## src/rtl/subsleep_pkg.sv

```systemverilog
`timescale 1ns/1ps
package subsleep_pkg;
  typedef enum logic [1:0] {
    ST_HOLD   = 2'd0,
    ST_ACTIVE = 2'd1,
    ST_SLEEP  = 2'd2
  } pm_state_t;
endpackage

```

## src/rtl/irq_sync.sv

```systemverilog
`timescale 1ns/1ps
module irq_sync #(
  parameter int W = 21
) (
  input  logic         clk,
  input  logic         rst_n,
  input  logic [W-1:0] d,
  output logic [W-1:0] q
);
  logic [W-1:0] stage1;
  logic [W-1:0] stage2;

  for (genvar i = 0; i < W; i++) begin : g_bit
    always_ff @(posedge clk or negedge rst_n) begin
      if (!rst_n) begin
        stage1[i] <= 1'b0;
        stage2[i] <= 1'b0;
      end else begin
        stage1[i] <= d[i];
        stage2[i] <= stage1[i];
      end
    end
  end

  assign q = stage2;

  // The output may only rise one edge after the first stage was already high
  AST_TWO_STAGE: assert property (@(posedge clk) disable iff (!rst_n)
    (stage2 & ~$past(stage2)) == ((stage2 & ~$past(stage2)) & $past(stage1)));
endmodule

```

## src/rtl/wake_detect.sv

```systemverilog
`timescale 1ns/1ps
module wake_detect #(
  parameter int W = 21
) (
  input  logic [W-1:0] req_sync,
  input  logic [W-1:0] req_en,
  input  logic         imask,
  output logic         hit
);
  logic [W-1:0] qualified;
  assign qualified = req_sync & req_en;
  assign hit = !imask && (|qualified);
endmodule

```

## src/rtl/clk_gate_ctrl.sv

```systemverilog
`timescale 1ns/1ps
module clk_gate_ctrl #(
  parameter int             NGRP      = 8,
  parameter logic [NGRP-1:0] KEEP_MASK = 8'h07
) (
  input  logic            clk,
  input  logic            rst_n,
  input  logic            asleep,
  output logic [NGRP-1:0] en
);
  for (genvar g = 0; g < NGRP; g++) begin : g_grp
    if (KEEP_MASK[g]) begin : g_keep
      assign en[g] = 1'b1;
    end else begin : g_gate
      assign en[g] = !asleep;
    end
  end

  AST_KEEP_RUNNING: assert property (@(posedge clk) disable iff (!rst_n)
    asleep |-> ((en & KEEP_MASK) == KEEP_MASK));
  AST_OTHERS_GATED: assert property (@(posedge clk) disable iff (!rst_n)
    asleep |-> ((en & ~KEEP_MASK) == '0));
endmodule

```

## src/rtl/subsleep_ctrl.sv

```systemverilog
`timescale 1ns/1ps
module subsleep_ctrl
  import subsleep_pkg::*;
#(
  parameter int              NSRC      = 21,
  parameter int              NGRP      = 8,
  parameter logic [NGRP-1:0] KEEP_MASK = 8'h07
) (
  input  logic            clk,
  input  logic            rst_pin_n,
  input  logic            sleep_stb,
  input  logic            stby_sel,
  input  logic            lowspd_on,
  input  logic            tmode_bit,
  input  logic            imask,
  input  logic [NSRC-1:0] irq_req,
  input  logic [NSRC-1:0] irq_en,
  output logic            in_sleep,
  output logic            in_reset,
  output logic [NGRP-1:0] clk_en,
  output logic            wake_stb,
  output logic            other_mode_stb
);
  pm_state_t       state;
  logic [NSRC-1:0] req_sync;
  logic            wake_hit;
  logic            enter_ok;
  logic            wake_q;
  logic            other_q;

  irq_sync #(.W(NSRC)) u_sync (
    .clk   (clk),
    .rst_n (rst_pin_n),
    .d     (irq_req),
    .q     (req_sync)
  );

  wake_detect #(.W(NSRC)) u_wake (
    .req_sync (req_sync),
    .req_en   (irq_en),
    .imask    (imask),
    .hit      (wake_hit)
  );

  assign enter_ok = !stby_sel && lowspd_on && tmode_bit;

  always_ff @(posedge clk or negedge rst_pin_n) begin
    if (!rst_pin_n) begin
      state   <= ST_HOLD;
      wake_q  <= 1'b0;
      other_q <= 1'b0;
    end else begin
      wake_q  <= 1'b0;
      other_q <= 1'b0;
      case (state)
        ST_HOLD:   state <= ST_ACTIVE;
        ST_ACTIVE: begin
          if (sleep_stb) begin
            if (enter_ok) state <= ST_SLEEP;
            else          other_q <= 1'b1;
          end
        end
        ST_SLEEP: begin
          if (wake_hit) begin
            state  <= ST_ACTIVE;
            wake_q <= 1'b1;
          end
        end
        default:   state <= ST_HOLD;
      endcase
    end
  end

  assign in_sleep       = (state == ST_SLEEP);
  assign in_reset       = (state == ST_HOLD);
  assign wake_stb       = wake_q;
  assign other_mode_stb = other_q;

  clk_gate_ctrl #(.NGRP(NGRP), .KEEP_MASK(KEEP_MASK)) u_gate (
    .clk    (clk),
    .rst_n  (rst_pin_n),
    .asleep (in_sleep),
    .en     (clk_en)
  );

  AST_ENTRY_COMBO: assert property (@(posedge clk) disable iff (!rst_pin_n)
    $rose(in_sleep) |-> $past(sleep_stb && !stby_sel && lowspd_on && tmode_bit));
  AST_HOLD_BRIEF: assert property (@(posedge clk) disable iff (!rst_pin_n)
    in_reset |=> !in_reset);
  AST_MASK_BLOCKS: assert property (@(posedge clk) disable iff (!rst_pin_n)
    $fell(in_sleep) |-> !$past(imask));
  AST_EXIT_STROBE: assert property (@(posedge clk) disable iff (!rst_pin_n)
    $fell(in_sleep) |-> wake_stb);
  AST_STROBE_SINGLE: assert property (@(posedge clk) disable iff (!rst_pin_n)
    wake_stb |=> !wake_stb);
  AST_OTHER_AWAKE: assert property (@(posedge clk) disable iff (!rst_pin_n)
    other_mode_stb |-> !in_sleep);
  AST_ACTIVE_NO_WAKE: assert property (@(posedge clk) disable iff (!rst_pin_n)
    wake_stb |-> $past(in_sleep));
endmodule

```

## config.mk

```make
export PLATFORM = sky130hd
export DESIGN_NAME = subsleep_ctrl
export DESIGN_NICKNAME = d
export VERILOG_FILES = /design/src/rtl/subsleep_pkg.sv /design/src/rtl/irq_sync.sv /design/src/rtl/wake_detect.sv /design/src/rtl/clk_gate_ctrl.sv /design/src/rtl/subsleep_ctrl.sv
export SDC_FILE = /design/constraint.sdc
export NUM_CORES = 1
export LEC_CHECK = 0
export BUFFER_PORTS_ARGS = -buffer_cell sky130_fd_sc_hd__buf_2
export CAP_MARGIN = 20
export CORE_AREA = 5 5 70 56
export DETAILED_ROUTE_END_ITERATION = 6
export DIE_AREA = 0 0 75 61
export GPL_ROUTABILITY_DRIVEN = 1
export HOLD_SLACK_MARGIN = 0.02
export PLACE_DENSITY = 0.76
export SLEW_MARGIN = 20
export SYNTH_ARGS = -nofsm -noshare
export SYNTH_HDL_FRONTEND = slang
export SYNTH_SLANG_ARGS = --single-unit
```

## constraint.sdc

```tcl
create_clock -name clk -period 1.6 [get_ports clk]
set_input_delay 0.16 -clock clk [delete_from_list [all_inputs] [get_ports clk]]
set_output_delay 0.16 -clock clk [all_outputs]
set_load 0.02 [all_outputs]
```

==> impl_metrics.env <==
export IMPL_wirelength_mm=2.62
export IMPL_finalMaxSlewViolations=0
export IMPL_synth_cell_types=15
export IMPL_layout_commonest_cell="buf_2"
export IMPL_cts_buffers=5
export IMPL_max_cap_viol_count=0
export IMPL_synth_top_area_share_pct=83.5
export IMPL_peakVddDrop_mv=0.712
export IMPL_power_uw=2230
export IMPL_crit_path_cell_trace="nor2b_1 -> inv_1 -> buf_2"
export IMPL_cts_clk_slew_worst_paths_ns=0.08
export IMPL_io_buffers=57
export IMPL_arrival_ns=1.33
export IMPL_finalSetupTns_ns=0
export IMPL_clock_tree_root_cell="clkbuf_8"
export IMPL_post_drt_wl_per_cell_um=12.8
export IMPL_setup_viol=0
export IMPL_r2r_setup_slack_ns=0.16
export IMPL_gr_total_overflow=0
export IMPL_yosys_top_cells_area="dfrtp_1 83%, a22oi_1 5.4%, buf_4 3.8%"
export IMPL_period_needed_ns=1.49
export IMPL_cts_tree="built"
export IMPL_r2r_end="state[0]"
export IMPL_crit_required_ns=1.44
export IMPL_viasPerCell=4.35
export IMPL_initial_core_util_pct=43.4
export IMPL_p_leak_uw=0.000991
export IMPL_rows=18
export IMPL_hold_buffers=22
export IMPL_dpl_instance_area_um2=1690
export IMPL_final_util_pct=63.6
export IMPL_reg2regPathDepth=4
export IMPL_postSynthAreaPerCell_um2=17.0
export IMPL_stdcell_area_um2=2020
export IMPL_hold_path_startpoint="imask"
export IMPL_final_cell_mix="57 x buf_2, 46 x dfrtp_1, 22 x dlygate4sd3_1"
export IMPL_final_hold_violation_count=0
export IMPL_r2r_start="u_sync.q[2]"
export IMPL_fin_crit_sh_pct=93.0
export IMPL_synth_ff_type="dfrtp_1"
export IMPL_insertedDiodeCount=0
export IMPL_grt_pass1_wl_mm=4.24
export IMPL_fmax_mhz=672
export IMPL_fin_ws_ns=0.112
export IMPL_startpoint_type="register"
export IMPL_cts_path_max_buffers=2
export IMPL_crit_fanout=6
export IMPL_hold_path_class="input pin to register"
export IMPL_die_width_um=75
export IMPL_crit_type="register to primary output"
export IMPL_dr_first_iter_drc_count=25
export IMPL_synthCells=81
export IMPL_cp_top_family="flip-flops"
export IMPL_ys_ff_latch=46
export IMPL_vias=888
export IMPL_ys_seq_area_share_pct=83.5
export IMPL_synthArstFlopShare_pct=100
export IMPL_layout_drive_gt1_share_pct=40.2
export IMPL_skew_ns=0.00474
export IMPL_crit_path_start="state[1]"
export IMPL_antenna_found_initial=0
export IMPL_yosys_warnings=0
export IMPL_holdPathStages=4
export IMPL_grt_max_degree=47
export IMPL_crit_slowest_cell="dfrtp_1"
export IMPL_cellPowerDensity_nw_per_um2=1100
export IMPL_drc=0
export IMPL_io_pins=61
export IMPL_dieHeight_um=61
export IMPL_cts_setup_buffers=0
export IMPL_dieArea_um2=4580
export IMPL_syn_to_final_growth_pct=46.5
export IMPL_antenna_left=0
export IMPL_synth_top_area_cell="dfrtp_1"
export IMPL_gp_congestion=0.688
export IMPL_grtUsageTotal_pct=13.1
export IMPL_place_hpwl_mm=1.84
export IMPL_dr_pass1_iters=4
export IMPL_dp_slack_ns=0.146
export IMPL_status="finished clean"
export IMPL_endpoint_kind="primary output"
export IMPL_crit_buf_inv=2
export IMPL_cts_resized=0
export IMPL_ctsHtreeMaxLevel=2
export IMPL_grt_pass1_vias=1009
export IMPL_num_nets_final=212
export IMPL_cts_sinks=46
export IMPL_worst_path_largest_cell_delay_ns=0.41
export IMPL_synth_edff_count=0
export IMPL_synth_area_um2=1380
export IMPL_insertion_delay_ns=0.29
export IMPL_rsz0062_at_grt="false"
export IMPL_holdPathEnd="wake_stb"
export IMPL_core_um2=3180
==> per-layer routing <==
| layer | wire (µm) | GRT usage, % | share of wire (%) |
|---|---|---|---|
| met5 | 0 | 0 | 0 |
| met4 | 60 | 7.11 | 2.3 |
| met3 | 252 | 4.14 | 9.6 |
| met2 | 1310 | 23.1 | 50 |
| met1 | 991 | 14.1 | 38 |
==> synth_stat cells (2+ instances only) <==
| cell type | instances |
|---|---|
| dfrtp_1 | 46 |
| a22oi_1 | 10 |
| buf_4 | 7 |
| nor2_1 | 4 |
| inv_1 | 2 |
| nand2_1 | 2 |
| nand3_1 | 2 |
==> registers in the layout (all words and copies together), names as in the netlist <==
register,count
other_mode_stb,1
u_sync.stage1,21
wake_stb,1
u_sync.q,21
state,2
==> stage by stage <==
step                      hold slack, ns  instances
after floorplan                   -0.136         83
after global placement             0.144        174
after detailed placement           0.151        174
after CTS                          0.118        204
after global routing               0.136        204
final                              0.122        204
==> logic make-up after synthesis <==
logic type / count (synthesis) / share of synthesized area, %
AOI/OAI and AO/OA: 14 / 8.26
buffers and inverters: 9 / 4.36
DFF: 46 / 83.5
other: 1 / 0.272
and+or+nand+nor: 11 / 3.63
==> how the worst max path moves through the flow <==
stage | cells after the start | to | slack, ns
after CTS | 3 | clk_en[4] | 0.08
after detailed placement | 4 | state[0] | 0.15
after global placement | 4 | state[0] | 0.22
after floorplan | 3 | clk_en[4] | 0.11
after global routing | 3 | clk_en[3] | 0.007
final | 3 | clk_en[3] | 0.11
==> worst register-to-register path, delay by kind of cell, from the launching register on <==
| kind | cells | cell delay, ns |
|---|---|---|
| and+or+nand+nor | 1 | 0.14 |
| DFF | 1 | 0.36 |
| AOI/OAI and AO/OA | 3 | 0.81 |
==> cell type report <==
cell class	count	area, µm²
fillers	237	1160
flip-flops and latches	46	1150
repair buffers	80	526
multi-input cells	28	175
clock buffers	6	72.6
well taps	40	50.0
clock inverters	2	37.5
inverters	2	7.51
==> power by group <==
part	switching [µW]	internal [µW]	total, µW	leakage, µW
registers	16.5	1220	1240	0.000539
logic	74.3	100	175	0.000401
clock network	356	465	821	0.0000514
Note: power is estimated with default switching activity, not from simulation.
